**src/rtl/mfp_pkg.sv**
```systemverilog
package mfp_pkg;
  localparam int NPIN     = 3;
  localparam int IRQW     = 4;
  localparam int TYPW     = 2;
  localparam int PIN_CLK  = 0;
  localparam int PIN_SOF  = 1;
  localparam int PIN_BUSY = 2;
  localparam logic [TYPW-1:0] TYPE_OPEN_DRAIN = 2'd1;

  typedef enum logic [2:0] {
    PM_IN,
    PM_OUT,
    PM_IRQ_OD,
    PM_IRQ_PP,
    PM_CLK
  } pin_mode_e;

  typedef struct packed {
    logic [NPIN-1:0] drv_en;
    logic [NPIN-1:0] drv_val;
    logic            clk_func;
    logic            clk_src;
    logic [IRQW-1:0] irq_sel;
    logic [TYPW-1:0] irq_type;
    logic            sof_en;
    logic            busy_en;
    logic            ant_qual;
    logic            conv_ext_en;
    logic            sof_mask;
  } cfg_t;

  // interrupt select code that routes the host interrupt to a pad
  function automatic logic [IRQW-1:0] irq_code(input int idx);
    case (idx)
      0:       return 4'd10;
      1:       return 4'd5;
      default: return 4'd4;
    endcase
  endfunction
endpackage

```
**src/rtl/mfp_sync.sv**
```systemverilog
module mfp_sync #(
  parameter int W      = 3,
  parameter int STAGES = 2
) (
  input  logic         clk,
  input  logic         rst_n,
  input  logic [W-1:0] d,
  output logic [W-1:0] q
);
  logic [STAGES-1:0][W-1:0] stg_q;
  logic [STAGES-1:0][W-1:0] stg_d;

  always_comb begin
    stg_d[0] = d;
    for (int s = 1; s < STAGES; s++) stg_d[s] = stg_q[s-1];
  end

  always_ff @(posedge clk or negedge rst_n) begin
    if (!rst_n) stg_q <= '0;
    else        stg_q <= stg_d;
  end

  assign q = stg_q[STAGES-1];
endmodule

```
**src/rtl/mfp_regs.sv**
```systemverilog
module mfp_regs
  import mfp_pkg::*;
#(
  parameter int AW = 2,
  parameter int DW = 8
) (
  input  logic          clk,
  input  logic          rst_n,
  input  logic          wr_en,
  input  logic [AW-1:0] addr,
  input  logic [DW-1:0] wdata,
  input  logic [DW-1:0] stat_word,
  output logic [DW-1:0] rdata,
  output cfg_t          cfg
);
  localparam logic [AW-1:0] A_PIN = AW'(0);
  localparam logic [AW-1:0] A_IRQ = AW'(1);
  localparam logic [AW-1:0] A_EXT = AW'(2);

  cfg_t cfg_q, cfg_d;

  always_comb begin
    cfg_d = cfg_q;
    case (addr)
      A_PIN: begin
        cfg_d.drv_en   = wdata[NPIN-1:0];
        cfg_d.drv_val  = wdata[2*NPIN-1:NPIN];
        cfg_d.clk_func = wdata[2*NPIN];
        cfg_d.clk_src  = wdata[2*NPIN+1];
      end
      A_IRQ: begin
        cfg_d.irq_sel  = wdata[IRQW-1:0];
        cfg_d.irq_type = wdata[IRQW+TYPW-1:IRQW];
      end
      A_EXT: begin
        cfg_d.sof_en      = wdata[0];
        cfg_d.busy_en     = wdata[1];
        cfg_d.ant_qual    = wdata[2];
        cfg_d.conv_ext_en = wdata[3];
        cfg_d.sof_mask    = wdata[4];
      end
      default: ;
    endcase
  end

  always_ff @(posedge clk or negedge rst_n) begin
    if (!rst_n)     cfg_q <= '0;
    else if (wr_en) cfg_q <= cfg_d;
  end

  always_comb begin
    rdata = '0;
    case (addr)
      A_PIN: rdata[2*NPIN+1:0] = {cfg_q.clk_src, cfg_q.clk_func, cfg_q.drv_val, cfg_q.drv_en};
      A_IRQ: rdata[IRQW+TYPW-1:0] = {cfg_q.irq_type, cfg_q.irq_sel};
      A_EXT: rdata[4:0] = {cfg_q.sof_mask, cfg_q.conv_ext_en, cfg_q.ant_qual,
                           cfg_q.busy_en, cfg_q.sof_en};
      default: rdata = stat_word;
    endcase
  end

  assign cfg = cfg_q;
endmodule

```
**src/rtl/mfp_pad_ctl.sv**
```systemverilog
module mfp_pad_ctl
  import mfp_pkg::*;
(
  input  logic [NPIN-1:0] drv_en,
  input  logic [NPIN-1:0] drv_val,
  input  logic            clk_func,
  input  logic            clk_drive,
  input  logic [IRQW-1:0] irq_sel,
  input  logic [TYPW-1:0] irq_type,
  input  logic            sof_en,
  input  logic            host_irq,
  output logic [NPIN-1:0] pad_out,
  output logic [NPIN-1:0] pad_oe
);
  genvar i;
  generate
    for (i = 0; i < NPIN; i++) begin : g_pin
      localparam bit              CLK_CAPABLE = (i == PIN_CLK);
      localparam bit              SOF_PIN     = (i == PIN_SOF);
      localparam logic [IRQW-1:0] MY_CODE     = irq_code(i);

      pin_mode_e mode;
      logic      oe_b, out_b;

      // priority: override > interrupt > clock > plain output > input
      always_comb begin
        if (SOF_PIN && sof_en)
          mode = PM_IN;
        else if (irq_sel == MY_CODE)
          mode = (irq_type == TYPE_OPEN_DRAIN) ? PM_IRQ_OD : PM_IRQ_PP;
        else if (CLK_CAPABLE && clk_func)
          mode = PM_CLK;
        else if (drv_en[i])
          mode = PM_OUT;
        else
          mode = PM_IN;
      end

      always_comb begin
        case (mode)
          PM_OUT:    begin oe_b = 1'b1;     out_b = drv_val[i]; end
          PM_IRQ_OD: begin oe_b = host_irq; out_b = 1'b0;       end
          PM_IRQ_PP: begin oe_b = 1'b1;     out_b = host_irq;   end
          PM_CLK:    begin oe_b = 1'b1;     out_b = clk_drive;  end
          default:   begin oe_b = 1'b0;     out_b = 1'b0;       end
        endcase
      end

      assign pad_oe[i]  = oe_b;
      assign pad_out[i] = out_b;
    end
  endgenerate
endmodule

```
**src/rtl/mfp_ext_ctl.sv**
```systemverilog
module mfp_ext_ctl
  import mfp_pkg::*;
(
  input  logic            clk,
  input  logic            rst_n,
  input  logic [NPIN-1:0] lvl,
  input  logic            sof_en,
  input  logic            busy_en,
  input  logic            ant_qual,
  input  logic            conv_ext_en,
  input  logic            sof_mask,
  input  logic            rx_sm_en,
  input  logic            ant_sel_done,
  input  logic            seq_conv_start,
  output logic            rx_xfer_en,
  output logic            ch_busy,
  output logic            sof_stat,
  output logic            sof_irq,
  output logic            conv_start
);
  logic ext_gate_on;
  logic clk_prev_q, clk_prev_d;
  logic stat_q, stat_d;

  always_comb begin
    ext_gate_on = sof_en & busy_en & (~ant_qual | ant_sel_done);
    rx_xfer_en  = ext_gate_on ? (rx_sm_en & lvl[PIN_SOF]) : rx_sm_en;
    ch_busy     = busy_en & lvl[PIN_BUSY];
    clk_prev_d  = lvl[PIN_CLK];
    stat_d      = sof_en & lvl[PIN_SOF];
    conv_start  = seq_conv_start | (conv_ext_en & lvl[PIN_CLK] & ~clk_prev_q);
    sof_irq     = stat_q & ~sof_mask;
    sof_stat    = stat_q;
  end

  always_ff @(posedge clk or negedge rst_n) begin
    if (!rst_n) begin
      clk_prev_q <= 1'b0;
      stat_q     <= 1'b0;
    end else begin
      clk_prev_q <= clk_prev_d;
      stat_q     <= stat_d;
    end
  end
endmodule

```
**src/rtl/mfp_pins_top.sv**
```systemverilog
module mfp_pins_top
  import mfp_pkg::*;
#(
  parameter int AW          = 2,
  parameter int DW          = 8,
  parameter int SYNC_STAGES = 2
) (
  input  logic            clk,
  input  logic            rst_n,
  input  logic            cfg_we,
  input  logic [AW-1:0]   cfg_addr,
  input  logic [DW-1:0]   cfg_wdata,
  output logic [DW-1:0]   cfg_rdata,
  input  logic [NPIN-1:0] pad_in,
  output logic [NPIN-1:0] pad_out,
  output logic [NPIN-1:0] pad_oe,
  input  logic            rec_clk,
  input  logic            rx_clk_in,
  input  logic            host_irq,
  input  logic            rx_sm_en,
  input  logic            ant_sel_done,
  input  logic            seq_conv_start,
  output logic            rx_xfer_en,
  output logic            ch_busy,
  output logic            sof_irq,
  output logic            conv_start
);
  localparam int STAT_PAD = DW - NPIN - 1;

  logic            rst_ni;
  logic [NPIN-1:0] lvl;
  logic            sof_stat;
  logic            clk_drive;
  logic [DW-1:0]   stat_word;
  cfg_t            cfg;

  // reset: asserted at once, released after SYNC_STAGES edges
  mfp_sync #(.W(1), .STAGES(SYNC_STAGES)) u_rst_sync (
    .clk(clk), .rst_n(rst_n), .d(1'b1), .q(rst_ni)
  );

  mfp_sync #(.W(NPIN), .STAGES(SYNC_STAGES)) u_pad_sync (
    .clk(clk), .rst_n(rst_ni), .d(pad_in), .q(lvl)
  );

  assign stat_word = {{STAT_PAD{1'b0}}, sof_stat, lvl};

  mfp_regs #(.AW(AW), .DW(DW)) u_regs (
    .clk(clk), .rst_n(rst_ni), .wr_en(cfg_we), .addr(cfg_addr),
    .wdata(cfg_wdata), .stat_word(stat_word), .rdata(cfg_rdata), .cfg(cfg)
  );

  assign clk_drive = cfg.clk_src ? rx_clk_in : rec_clk;

  mfp_pad_ctl u_pad (
    .drv_en(cfg.drv_en), .drv_val(cfg.drv_val), .clk_func(cfg.clk_func),
    .clk_drive(clk_drive), .irq_sel(cfg.irq_sel), .irq_type(cfg.irq_type),
    .sof_en(cfg.sof_en), .host_irq(host_irq), .pad_out(pad_out), .pad_oe(pad_oe)
  );

  mfp_ext_ctl u_ext (
    .clk(clk), .rst_n(rst_ni), .lvl(lvl),
    .sof_en(cfg.sof_en), .busy_en(cfg.busy_en), .ant_qual(cfg.ant_qual),
    .conv_ext_en(cfg.conv_ext_en), .sof_mask(cfg.sof_mask),
    .rx_sm_en(rx_sm_en), .ant_sel_done(ant_sel_done),
    .seq_conv_start(seq_conv_start), .rx_xfer_en(rx_xfer_en),
    .ch_busy(ch_busy), .sof_stat(sof_stat), .sof_irq(sof_irq),
    .conv_start(conv_start)
  );
endmodule

```
**config.mk**
```make
export PLATFORM = sky130hd
export DESIGN_NAME = mfp_pins_top
export DESIGN_NICKNAME = d
export VERILOG_FILES = /design/src/rtl/mfp_pkg.sv /design/src/rtl/mfp_sync.sv /design/src/rtl/mfp_regs.sv /design/src/rtl/mfp_pad_ctl.sv /design/src/rtl/mfp_ext_ctl.sv /design/src/rtl/mfp_pins_top.sv
export SDC_FILE = /design/constraint.sdc
export NUM_CORES = 1
export LEC_CHECK = 0
export ABC_AREA = 1
export ABC_CLOCK_PERIOD_IN_PS = 2250
export BUFFER_PORTS_ARGS = -buffer_cell sky130_fd_sc_hd__buf_2
export CAP_MARGIN = 20
export CORE_AREA = 2 2 57 59
export CTS_BUF_LIST = sky130_fd_sc_hd__clkbuf_2
export CTS_CLUSTER_DIAMETER = 40
export DETAILED_ROUTE_END_ITERATION = 7
export DIE_AREA = 0 0 59 61
export PLACE_DENSITY = 0.86
export SYNTH_ARGS = -nofsm -noshare
export SYNTH_HDL_FRONTEND = slang
export SYNTH_HIERARCHICAL = 1
export SYNTH_SLANG_ARGS = --single-unit
```
**constraint.sdc**
```tcl
create_clock -name clk -period 2.25 [get_ports clk]
set_input_delay 0.225 -clock clk [delete_from_list [all_inputs] [get_ports clk]]
set_output_delay 0.225 -clock clk [all_outputs]
set_load 0.01 [all_outputs]
```
---- Word level (Yosys, flattened, before mapping) ----
Cells that the tools add are included.
operators by class
  $add $sub $neg .......................... 0
  multiply operators ...................... 0
  div/mod/pow operators ................... 0
  magnitude comparators ................... 0
  equal/unequal tests ..................... 18
  shift-type cells ........................ 0
  multiplexer cells ....................... 20
  bitwise operators ....................... 13
  reduce and logical (&&, ||, !) cells .... 7
operators with widths
  kind                                            count
  == test 3 x 2 -> 1 bit (second input constant)  6
  two-way mux 3 bit                               5
  one-hot mux 5 bit (3 select lines)              1
  == test 3 x 1 -> 1 bit (second input constant)  3
  == test 3 bit (second input constant)           3
  one-hot mux 1 bit (3 select lines)              3
  OR reduction 3 bit                              3
  AND 1 bit                                       8
  == test 4 x 3 -> 1 bit (second input constant)  2
  one-hot mux 1 bit (2 select lines)              4
  two-way mux 1 bit                               6
  AND reduction 2 bit                             3
  == test 2 x 1 -> 1 bit (second input constant)  2
  == test 4 bit (second input constant)           1
  NOT 1 bit                                       3
  == test 2 bit (second input constant)           1
  zero test 2 bit                                 1
  two-way mux 2 bit                               1
  bitwise OR 1 bit                                2
word-level totals
  register bits ........................... 29
  bits in latches ......................... 0
  memory bits (writable) .................. 0
  bits in read-only memories .............. 0
  input port bits ......................... 22
  output and inout port bits .............. 18
  word-level logic and storage cells ...... 75
  memories kept ........................... 0

---- Logic depth before layout (Yosys ltp) ----
Gate-level depths: netlist (run 1).
  depth after elaboration ................. 7
  depth in mapped cells ................... 7
  mapped depth without buffers ............ 6

---- Cells and area by module ----
Netlist (run 1), hierarchy kept.
by module, submodules not included
  module                  instances  cells an instance  area each (sq um)  sequential area each (sq um)
  mfp_regs                1          123                964.7              475.5
  mfp_pad_ctl             1          48                 244.0              0.0
  mfp_sync at u_pad_sync  1          6                  150.1              150.1
  mfp_ext_ctl             1          20                 125.1              50.0
  mfp_sync at u_rst_sync  1          2                  50.0               50.0
  mfp_pins_top            1          6                  22.5               0.0

---- Least setup slack after synthesis (run 1) ----
Ideal clock, no wire load.
  path kind ............................... register to output
  start point ............................. reg u_regs.cfg_q (netlist bit u_regs/cfg[10])
  end point ............................... out pad_oe[0]
  arrival time ............................ 967 ps
  data required time ...................... 2025 ps
  setup slack ............................. 1058 ps
  cell stages (with the launch flop) ...... 7
  path buffers ............................ 1
  cells stage by stage .................... dfrtp_1 nand2_1 clkinv_1 nand2_2 nor2_2 nand3b_1 buf_4
between the ends
  longest elaborated chain between the ends .. 5
  elaborated cells on any way between the ends .. 8
  those cells by class .................... eq/ne: 5; mux: 2; reduce/logical: 1
ends and longest elaborated chain
  item                                                  RTL line            RTL
  start: declaration                                    mfp_regs.sv:20      cfg_t cfg_q, cfg_d;
  start signal: assignment                              mfp_regs.sv:48      else if (wr_en) cfg_q <= cfg_d;
  == test 4 bit (*)                                     mfp_pad_ctl.sv:29   else if (irq_sel == MY_CODE)
  two-way mux 3 bit (*)                                 mfp_pad_ctl.sv:29
  == test 3 x 1 -> 1 bit, or another cell as far along  mfp_pad_ctl.sv:40   case (mode)
  OR reduction 3 bit (no source line)                   n/a
  one-hot mux 1 bit (2 select lines) (*)                mfp_pad_ctl.sv:40
  end: declaration                                      mfp_pins_top.sv:16  output logic [NPIN-1:0] pad_oe,
Every way passes the cells marked *; elsewhere a longest branch is shown, timed or not.

---- Final worst setup path (run 1) ----
  start point ............................. reg u_regs.cfg_q (netlist bit u_regs/cfg[7])
  end point ............................... out pad_out[0]
between the ends
  longest elaborated chain between the ends .. 4
  elaborated cells on any way between the ends .. 6
  those cells by class .................... eq/ne: 4; mux: 2
ends and longest elaborated chain
  item                                         RTL line            RTL
  == test 4 bit (*)                            mfp_pad_ctl.sv:29
  two-way mux 3 bit (*)                        mfp_pad_ctl.sv:29
  == test 3 bit, or another cell as far along  mfp_pad_ctl.sv:40
  one-hot mux 1 bit (3 select lines) (*)       mfp_pad_ctl.sv:40
  end: declaration                             mfp_pins_top.sv:15  output logic [NPIN-1:0] pad_out,
Marked as above.

==> summary.md, run 1 <==
| Metric | Value |
|---|---|
| Most frequent cells in the layout | `nand2_1 (71), buf_2 (39), dfrtp_1 (29)` |
| Final hold viol count | `0` |
| PwrDens | `656 nW/um^2` |
| FF-to-FF setup slack | `1.50 ns` |
| Die Wd | `59 um` |
| Worst-Skew Late Latency | `0.34 ns` |
| Critical Path RT | `about 2.0 ns` |
| R2R depth | `2` |
| First drt pass iteration count | `4` |
| Grt ovf | `0` |
| Synthesized area | `1560 um^2` |
| Clk slew on worst S/H paths | `0.12 ns` |
| Max stage delay cell, worst path | `dfrtp_1` |
| Ports | `40` |
| Register bit total from synthesis | `29` |
| CTS max path bufs | `2` |
| Leak | `0.00102 uW` |
| Total clock buffers created by CTS | `5` |
| Critical R2R Capture | `u_regs/cfg[4]` |
| Placer Congestion | `a little over 0.9` |
| Post-CTS Setup Inserts | `0` |
| Busiest grt layer | `met2` |
| Vias/cell | `5.02` |
| GR Layer Usage met2 | `34.0%` |
| Met1 Track Usage GR | `a little over a quarter` |
| CP cell instances | `nor2_1 -> nand2_2 -> nor2_2 -> nand2_1 -> nand3_1 -> buf_2` |
| Clk root buf | `clkbuf_2` |
| Num rows | `20` |
| Final worst path period share | `about three quarters` |
| Fin crit period | `approximately 1.7 ns` |
| Dpl ws | `0.845 ns` |
| RSZ-0062 raised after global routing | `false` |
| Outcome | `completed` |
| Mapped Avg Cell Area | `between 7 and 8 um^2` |
| Wirelength, routed | `3.27 mm` |
| Detail Placement HPWL | `2.52 mm` |
| Leading cell type in the layout, fill and taps excluded | `nand2_1` |
| Nets | `270` |
| Port bufs | `39` |
| Cts hold-fix bufs | `4` |
| Routed len/inst | `11.6 um` |
| WP depth | `6` |
| Resize count post-CTS | `0` |
| Synthesized instance count | `205` |
| Layout cells sized above 1 | `between 20% and 30%` |
| PnR worst setup slack | `0.563 ns` |
| TritonCTS clock tree | `built` |
| Worst r2r src | `u_regs/cfg[4]` |
| DR vias | `1412` |
| Core area | `2950 um^2` |
| Post-Route Setup TNS | `0 ns` |
| Number of global-route vias before repair | `1211` |
| Post-synth top area cell | `dfrtp_1` |
| Worst-case vdd ir drop | `between 400 and 500 uV` |
| CP endpoint kind | `output port` |
| Die Y | `61 um` |
| Max FO, Critical Path | `5` |
| Sequential fraction of the synthesis area | `46.6%` |
| Largest net degree at the start of global routing | `28` |
| Die area | `3600 um^2` |
| Final instance area | `1810 um^2` |
| Final setup violating endpoints | `0` |
| CTS sink cnt | `29` |
| Placed cell area | `1730 um^2` |
| CP delay by family, top | `simple AND/OR/NAND/NOR gates` |
| Synth cell types | `22` |
| Buf+Inv Stages, Crit Path | `1` |
| Hold crit path type | `input port to flop` |
| Synth area leaders | `dfrtp_1 (47%), nand2_1 (17%), nand3_1 (8.7%)` |
| First-pass GRT wire length | `5.32 mm` |
| Worst Hold Depth | `3` |
| Diodes inserted | `0` |
| Max-slew violations | `0` |
| Met3 usage | `6.40%` |
| Hold path endpoint | `u_regs/cfg[10]` |
| Total GRT Usage | `between 20% and 30%` |
| Maximum capacitance violations | `0` |
| Skew final | `0.00544 ns` |
| Worst EP arrival | `1.46 ns` |
| Max Fclk | `593 MHz` |
| CP Class | `flop to output port` |
| CP max stage delay | `0.46 ns` |
| Synth top area share | `46.6%` |
| Warnings from Yosys | `6` |
| Initial DRC Count | `50` |
| Area grow syn2layout | `16.1%` |
| Hold_sp | `cfg_wdata[3]` |
| FILL cells | `261` |
| Initial Util | `a little over half` |
| Initial antenna violation count | `0` |
| CP startpoint kind | `flop` |
| Number of remaining DRC errors | `0` |
| ANT nets after route | `0` |
| CTS H-Tree Depth | `2` |
per-layer routing:
metal | vias up | share of wire (%)
met4 | 0 | 1.2
li1 | 721 | -
met2 | 45 | 49
met3 | 5 | 5.8
met5 | - | 0
met1 | 641 | 44
worst max-delay path by stage:
stage	start	to	slack (ns)
final	u_regs/cfg[7]	pad_out[0]	0.56
after detailed placement	cfg_addr[1]	u_regs/cfg[17]	0.85
after global routing	u_regs/cfg[5]	pad_oe[1]	0.39
after CTS	u_regs/cfg[5]	pad_oe[1]	0.55
after floorplan	u_regs/cfg[10]	pad_oe[0]	1.06
after global placement	cfg_addr[1]	u_regs/cfg[17]	0.88
power breakdown:
part | switching [uW] | internal (uW)
clock network | 155 | 72.4
registers | 72.6 | 585
logic | 177 | 123
tightest hold or removal path: cells and delay by family:
family	cells	cell delay (ns)
simple gates	2	0.09
buf+inv	1	0.08
kinds of logic (layout without fill, tap and decap cells):
kind of cell,count (synthesis),count (layout),share of synthesized area [%]
AND/OR/NAND/NOR,125,125,36.3
AO/OA/AOI/OAI,13,13,5.55
buffers and inverters,36,76,11.1
other,2,5,0.482
flip-flops,29,29,46.6
flip-flops by register name (all words and copies together), names as in the netlist:
signal,cells
u_ext/clk_prev_q,1
u_ext/sof_stat,1
u_pad_sync/q,3
u_pad_sync/stg_d,3
u_regs/cfg,19
u_rst_sync/q,1
u_rst_sync/stg_d,1
cell type report:
| class | count | area (um^2) | share of cell area, % |
|---|---|---|---|
| clock buffers | 6 | 30.0 | 1.66 |
| clock inverters | 1 | 3.75 | 0.208 |
| inverters | 25 | 93.8 | 5.19 |
| multi-input cells | 143 | 669 | 37.0 |
| flip-flops and latches | 29 | 726 | 40.2 |
| well taps | 33 | 41.3 | 2.29 |
| repair buffers | 44 | 243 | 13.4 |
metrics by stage:
stage	instances	total power, uW	hold WS, ns	utilization [%]
4_1_cts	281	1190	0.0745	61.2
3_5_place_dp	270	963	0.0110	58.7
6_report	281	1180	0.0847	61.2
5_1_grt	281	1270	0.0589	61.2
3_3_place_gp	270	955	0.00991	58.7
2_1_floorplan	208	877	-0.0706	-
synth_stat cells:
cell / n
buf_2: 3
buf_4: 7
buf_6: 1
clkinv_1: 1
conb_1: 2
dfrtp_1: 29
inv_1: 20
inv_2: 4
nand2_1: 71
nand2_2: 5
nand3_1: 27
nand3_2: 1
nand3b_1: 1
nand4_1: 7
nor2_1: 6
nor2_2: 5
nor2_4: 1
nor3_1: 1
o21ai_0: 6
o21ai_1: 1
o21ai_2: 5
o21bai_1: 1
No activity file was read; power rests on OpenSTA's default activity.
==> run 2, diff against run 1 <==
ABC_CLOCK_PERIOD_IN_PS = 1800   (was 2250)
clock period = 1.8 ns   (was 2.25 ns; I/O delays follow)
==> run 2 against run 1 <==
Combinational power grew 27%. Sequential power grew 25%. Worst setup slack lost 0.38 ns. Count of clock-buffer cells in the layout shrank 1. Largest power group unchanged.
==> summary.md, run 2 (synthesis results as in run 1) <==
| Metric | Value |
|---|---|
| Core area | `2950 um^2 (unchanged)` |
| Layout cells sized above 1 | `27.5% (was 27.0%)` |
| Clk slew on worst S/H paths | `0.15 ns (was 0.12 ns)` |
| Critical R2R Capture | `u_regs/cfg[4] (unchanged)` |
| Final instance area | `1860 um^2 (was 1810 um^2)` |
| Met2 WL | `1.55 mm (was 1.61 mm)` |
| CP endpoint | `pad_oe[0] (was pad_out[0])` |
| Wirelength, routed | `3.27 mm (about the same)` |
| Post-Route Setup TNS | `0 ns (unchanged)` |
| Clk root buf | `clkbuf_2 (unchanged)` |
| Grt ovf | `0 (unchanged)` |
| Area grow syn2layout | `19.6% (was 16.1%)` |
| Die area | `3600 um^2 (unchanged)` |
| Initial Util | `52.7% (unchanged)` |
| Initial DRC Count | `63 (was 50)` |
| Final setup violating endpoints | `0 (unchanged)` |
| Largest net degree at the start of global routing | `28 (unchanged)` |
| Die Y | `61 um (unchanged)` |
| WP depth | `6 (unchanged)` |
| Hold crit path type | `input port to flop (unchanged)` |
| Worst-Skew Late Latency | `0.36 ns (was 0.34 ns)` |
| FF+latch area | `726 um^2 (unchanged)` |
| Non-Filler Instances | `284 (was 281)` |
| Max Fclk | `about 600 MHz` |
| CTS sink cnt | `29 (unchanged)` |
| Skew final | `0.00540 ns (was 0.00544 ns)` |
| Met3 routed WL | `212 um (was 188 um)` |
| CTS H-Tree Depth | `2 (unchanged)` |
| Max stage delay cell, worst path | `dfrtp_1 (unchanged)` |
| Max reg flops | `19 (unchanged)` |
| Ports | `40 (unchanged)` |
| Fin crit period | `1.62 ns` |
| Placer Congestion | `0.960 (was 0.913)` |
| Detail Placement HPWL | `2.57 mm (was 2.52 mm)` |
| Fin util | `63.1% (was 61.2%)` |
| Worst Hold Depth | `3 (unchanged)` |
| Buf+Inv Stages, Crit Path | `2 (was 1)` |
| CP cell instances | `nand2_1 -> clkinv_1 -> nand2_2 -> nor2_2 -> nand3b_1 -> buf_2 (was nor2_1 -> nand2_2 -> nor2_2 -> nand2_1 -> nand3_1 -> buf_2)` |
| Die Wd | `59 um (unchanged)` |
| Total GRT Usage | `21.1% (was 20.6%)` |
| CTS max path bufs | `2 (unchanged)` |
| DR vias | `1428 (was 1412)` |
| Number of remaining DRC errors | `0 (unchanged)` |
| FF-to-FF setup slack | `1.06 ns (was 1.50 ns)` |
| Top Metal Used | `met4 (unchanged)` |
| CP startpoint kind | `flop (unchanged)` |
| CP Class | `flop to output port (unchanged)` |
| Worst-case vdd ir drop | `616 uV (was 480 uV)` |
| Nets | `272 (was 270)` |
| Leak | `0.00104 uW (was 0.00102 uW)` |
| Placed cell area | `1730 um^2 (unchanged)` |
| Num rows | `20 (unchanged)` |
| ANT nets after route | `0 (unchanged)` |
| Footprint of the multi-input gates | `672 um^2 (was 669 um^2)` |
| Vias/cell | `5.03 (was 5.02)` |
| Final hold viol count | `0 (unchanged)` |
| Worst EP arrival | `1.44 ns (was 1.46 ns)` |
| R2R depth | `2 (unchanged)` |
| Initial antenna violation count | `0 (unchanged)` |
| Final worst path period share | `90.1%` |
| Maximum capacitance violations | `0 (unchanged)` |
| Cells after DPL | `270 (unchanged)` |
| Number of global-route vias before repair | `1234 (was 1211)` |
| CP endpoint kind | `output port (unchanged)` |
| RSZ-0062 raised after global routing | `false (unchanged)` |
| Max-slew violations | `0 (unchanged)` |
| Outcome | `completed (unchanged)` |
| First-pass GRT wire length | `5.48 mm (was 5.32 mm)` |
| Port bufs | `39 (unchanged)` |
| FILL cells | `247 (was 261)` |
| Most frequent cells in the layout | `nand2_1 (71), buf_2 (39), dfrtp_1 (29) (unchanged)` |
| PwrDens | `892 nW/um^2 (was 656 nW/um^2)` |
| Critical Path RT | `1.62 ns (was 2.03 ns)` |
| WL met1 | `1.46 mm (was 1.43 mm)` |
| Hold WS | `0.0150 ns (was 0.0847 ns)` |
| Routed len/inst | `11.5 um (was 11.6 um)` |
| CP delay by family, top | `flip-flops (was simple AND/OR/NAND/NOR gates)` |
| Diodes inserted | `0 (unchanged)` |
| Max FO, Critical Path | `4 (was 5)` |
| First drt pass iteration count | `4 (unchanged)` |
| Worst setup path startpoint | `u_regs/cfg[10] (was u_regs/cfg[7])` |
| TritonCTS clock tree | `built (unchanged)` |
| Total clock buffers created by CTS | `5 (unchanged)` |
| Worst r2r src | `u_regs/cfg[4] (unchanged)` |
| Leading cell type in the layout, fill and taps excluded | `nand2_1 (unchanged)` |
| CP max stage delay | `0.48 ns (was 0.46 ns)` |
[run 2: changes by cell type in the layout (fill, tap and decap cells not counted)]
cell / change
nor2_1: -1
clkinvlp_4: +1
bufinv_16: +1
clkbuf_2: -1
dlygate4sd3_1: +2
nor2_2: +1
[run 2: through the flow]
stage / setup WS [ns] / power [uW]
2_1_floorplan: 0.653 / 1100
5_1_grt: 0.0397 / 1770
3_3_place_gp: 0.523 / 1190
3_5_place_dp: 0.440 / 1210
4_1_cts: 0.0945 / 1670
6_report: 0.178 / 1660
[run 2: worst min-delay path by stage]
stage / from / end / slack (ns)
floorplan: rst_n / u_rst_sync/q / -0.12
global placement: rst_n / u_rst_sync/stg_d[1] / -0.03
detailed placement: rst_n / u_rst_sync/q / -0.03
CTS: cfg_wdata[4] / u_regs/cfg[5] / 0.002
global route: cfg_wdata[0] / u_regs/cfg[7] / 0.03
finish: cfg_wdata[3] / u_regs/cfg[10] / 0.01
[run 2: worst register-to-register path, cell delays in order, from the launching register on]
cell	delay (ns)
dfrtp_1	0.48
nand2_1	0.09
o21ai_0	0.07
[run 2: per-layer routing]
layer	GRT usage, %	up-vias
met5	0	-
met4	7.14	0
met3	7.46	11
met2	34.0	50
met1	26.6	641
li1	-	726
[run 2: where the power goes]
| part | internal [uW] | total [uW] | leakage, uW | switching (uW) |
|---|---|---|---|---|
| Clock | 230 | 458 | 0.0000366 | 228 |
| Combinational | 158 | 381 | 0.000645 | 223 |
| Sequential | 731 | 823 | 0.000355 | 91.4 |
[run 2: repair_timing]
item                                    4_1_cts  5_1_grt
setup buffers                                 0        0
hold endpoints to repair                      5        2
gates resized for setup                       0        1
hold buffers                                  4        2
endpoints found under the setup margin        0        1
[run 2: final cells by class]
cell class | instances | share of cell area (%)
clock buffer | 5 | 1.34
clock inverter | 3 | 2.22
inverter | 25 | 5.04
multi-input combinational | 143 | 36.1
sequential | 29 | 39.0
tap | 33 | 2.22
timing repair buffer | 46 | 14.1
==> run 3, diff against run 2 <==
ABC_AREA = unset   (was 1)
CORE_AREA = 2 2 56 58   (was 2 2 57 59)
DIE_AREA = 0 0 58 60   (was 0 0 59 61)
PLACE_DENSITY = 0.84   (was 0.86)
==> run 3 against run 2 <==
Sequential power up 2%. Synthesized area shrank 7.3%. Non-clock buffer count stayed put. Hold slack better by 0.045 ns. Routed wire length fell by 16%. Cell count shrank 36%. Global-route usage decreased by 3.2 points. Register-to-register slack got worse by 0.23 ns. Clock power is 36% lower. Total power fell by 5.5%. Critical endpoint is now pad_oe[2]. Largest cell class unchanged.
==> summary.md, run 3 <==
| Metric | Value |
|---|---|
| CP max stage delay | `0.45 ns (was 0.48 ns)` |
| Layout cells sized above 1 | `54.0% (was 27.5%)` |
| ANT nets after route | `0 (unchanged)` |
| Clk root buf | `clkbuf_2 (unchanged)` |
| Core area | `2900 um^2 (was 2950 um^2)` |
| CTS max path bufs | `2 (unchanged)` |
| Outcome | `completed (unchanged)` |
| Die Y | `60 um (was 61 um)` |
| Worst EP arrival | `1.61 ns (was 1.44 ns)` |
| Port bufs | `39 (unchanged)` |
| Max-slew violations | `0 (unchanged)` |
| TritonCTS clock tree | `built (unchanged)` |
| Ports | `40 (unchanged)` |
| CP startpoint kind | `flop (unchanged)` |
| Final worst path period share | `99.6% (was 90.1%)` |
| Synth cell types | `27 (was 22)` |
| PwrDens | `904 nW/um^2 (was 892 nW/um^2)` |
| Sw Ratio | `30.1% (was 32.6%)` |
| Critical Path RT | `1.62 ns (about the same)` |
| CTS sink cnt | `29 (unchanged)` |
| RSZ-0062 raised after global routing | `true (was false)` |
| Sequential fraction of the synthesis area | `50.3% (was 46.6%)` |
| Leading cell type in the layout, fill and taps excluded | `buf_2 (was nand2_1)` |
| Hold_sp | `cfg_wdata[7] (was cfg_wdata[3])` |
| Max FO, Critical Path | `4 (unchanged)` |
| First drt pass iteration count | `4 (unchanged)` |
| Maximum capacitance violations | `0 (unchanged)` |
| CTS H-Tree Depth | `2 (unchanged)` |
| Largest net degree at the start of global routing | `19 (was 28)` |
| Mapped Avg Cell Area | `14.1 um^2 (was 7.59 um^2)` |
| Synthesized instance count | `102 (was 205)` |
| Worst-case vdd ir drop | `638 uV (was 616 uV)` |
| Max stage delay cell, worst path | `dfrtp_1 (unchanged)` |
| Non-Filler Instances | `183 (was 284)` |
| Clk slew on worst S/H paths | `0.13 ns (was 0.15 ns)` |
| Worst setup path startpoint | `u_regs/cfg[8] (was u_regs/cfg[10])` |
| PnR worst setup slack | `0.00690 ns (was 0.178 ns)` |
| Post-synth top area cell | `dfrtp_1 (unchanged)` |
| Wirelength, routed | `2.76 mm (was 3.27 mm)` |
| Count leader, synth | `dfrtp_1 (was nand2_1)` |
| Initial DRC Count | `29 (was 63)` |
| DR vias | `1008 (was 1428)` |
| Most frequent cells in the layout | `buf_2 (37), dfrtp_1 (28), mux2_2 (19) (was nand2_1 (71), buf_2 (39), dfrtp_1 (29))` |
| Worst-Skew Late Latency | `0.35 ns (was 0.36 ns)` |
| Cells after DPL | `170 (was 270)` |
| Final hold viol count | `0 (unchanged)` |
| Number of global-route vias before repair | `1003 (was 1234)` |
| Cell Int Power | `1100 uW (was 1120 uW)` |
| CP Class | `flop to output port (unchanged)` |
| First-pass GRT wire length | `4.40 mm (was 5.48 mm)` |
| Total GRT Usage | `17.8% (was 21.1%)` |
| Register bit total from synthesis | `29 (unchanged)` |
| Diodes inserted | `0 (unchanged)` |
| Switch Pwr | `473 uW (was 542 uW)` |
| Placer Congestion | `0.847 (was 0.960)` |
| CP endpoint kind | `output port (unchanged)` |
| Clock Power Share | `18.8% (was 27.6%)` |
| Dpl ws | `0.389 ns (was 0.440 ns)` |
| Detail Placement HPWL | `2.07 mm (was 2.57 mm)` |
| Die Wd | `58 um (was 59 um)` |
| Warnings from Yosys | `6 (unchanged)` |
| Vias/cell | `5.51 (was 5.03)` |
| Area grow syn2layout | `20.4% (was 19.6%)` |
| Combinational power share | `27.7% (was 22.9%)` |
| Synth top area share | `50.3% (was 46.6%)` |
| Die area | `3480 um^2 (was 3600 um^2)` |
| Max reg flops | `19 (unchanged)` |
| Routed len/inst | `15.1 um (was 11.5 um)` |
| Hold WS | `0.0596 ns (was 0.0150 ns)` |
| Total clock buffers created by CTS | `5 (unchanged)` |
| Initial antenna violation count | `0 (unchanged)` |
| Hold crit path type | `input port to flop (unchanged)` |
| Nets | `172 (was 272)` |
| Async SR Flop Fraction | `100% (unchanged)` |
| Sequential share of power | `53.6% (was 49.5%)` |
| Fin crit period | `1.79 ns (was 1.62 ns)` |
| Leak | `0.000813 uW (was 0.00104 uW)` |
| Grt ovf | `0 (unchanged)` |
| CP cell instances | `nor4b_4 -> mux2_4 -> buf_6 (was nand2_1 -> clkinv_1 -> nand2_2 -> nor2_2 -> nand3b_1 -> buf_2)` |
| Top_reg_cell synth | `dfrtp_1 (unchanged)` |
| Initial Util | `49.7% (was 52.7%)` |
| Synth area leaders | `dfrtp_1 (50%), mux2_2 (15%), mux4_2 (7.8%) (was dfrtp_1 (47%), nand2_1 (17%), nand3_1 (8.7%))` |
| Num rows | `20 (unchanged)` |
| Number of remaining DRC errors | `0 (unchanged)` |
| Post-synth top cells | `dfrtp_1 (29), mux2_2 (19), buf_4 (7) (was nand2_1 (71), dfrtp_1 (29), nand3_1 (27))` |
| Final setup violating endpoints | `0 (unchanged)` |
| Synthesized area | `1440 um^2 (was 1560 um^2)` |
| EDFF count, synth | `0 (unchanged)` |
| Worst r2r src | `u_regs/cfg[7] (was u_regs/cfg[4])` |
| Max Fclk | `558 MHz (was 617 MHz)` |
| Skew final | `0.00658 ns (was 0.00540 ns)` |
==> run 3: cell types whose count changed after synthesis, moves of 4 or more <==
cell     change
inv_1       -20
inv_2        -4
mux2_2      +19
mux4_2       +5
nand2_1     -67
nand2_2      -5
nand3_1     -24
nand4_1      -7
nor2_2       -5
o21ai_2      -5
==> run 3: power by group through the flow <==
stage	clock (uW)	sequential, uW	combinational, uW
after global routing	339	859	468
after global placement	0	849	390
after floorplan	0	829	317
final	294	840	435
after CTS	317	840	431
after detailed placement	0	856	402
==> run 3: critical path, delay by kind of cell, from the launching register on <==
| kind | cells | cell delay, ns |
|---|---|---|
| AND/OR/NAND/NOR | 1 | 0.36 |
| buffers and inverters | 1 | 0.12 |
| flip-flops | 1 | 0.45 |
| multiplexers | 1 | 0.33 |
==> run 3: final cells by class <==
class                   count  area, um^2
clock buffers               6        30.0
clock inverters             1        3.75
fillers                   240        1170
multi-input cells          68         664
flip-flops and latches     29         727
well taps                  33        41.3
repair buffers             46         270
==> run 3: repair_timing <==
item / in CTS / in global routing
pin swaps: 0 / 1
setup endpoints to repair: 1 / 5
endpoints found under the hold margin: 5 / 0
resized for setup: 1 / 2
setup buffers: 2 / 0
hold buffers: 4 / 0
==> run 3: kinds of logic (layout without fill, tap and decap cells) <==
group	after synthesis	in the layout	share of synthesized area [%]
compound gates	10	10	4.68
buf+inv	8	53	4.42
flops	29	29	50.3
mux	28	28	26.1
other cells	2	5	0.521
simple gates	25	25	14.0
==> run 3: through the flow <==
stage	total power (uW)	instance area [um^2]	utilization, %	TNS (ns)
4_1_cts	1590	1730	59.6	-0.0164
2_1_floorplan	1150	1450	-	0
5_1_grt	1670	1740	59.8	-0.157
3_3_place_gp	1240	1630	56.3	0
3_5_place_dp	1260	1630	56.3	0
6_report	1570	1740	59.8	0
==> run 3: final timing paths <==
check                                      end  slack [ns]  cells after the start
min reg2reg                      u_regs/cfg[1]        0.16                      0
max                                  pad_oe[2]       0.007                      3
max in group asynchronous  u_pad_sync/stg_d[5]        1.06                      1
max reg2reg                      u_regs/cfg[7]        0.83                      2
min in group asynchronous  u_rst_sync/stg_d[1]        0.12                      2
min                             u_regs/cfg[11]        0.06                      2
==> run 3: layer usage <==
metal | wire, um | part of all wire (%) | global-route usage, %
met4 | 53 | 1.9 | 7.97
met2 | 1310 | 47 | 30.7
met1 | 1170 | 42 | 19.7
met3 | 232 | 8.4 | 6.71
met5 | 0 | 0 | 0
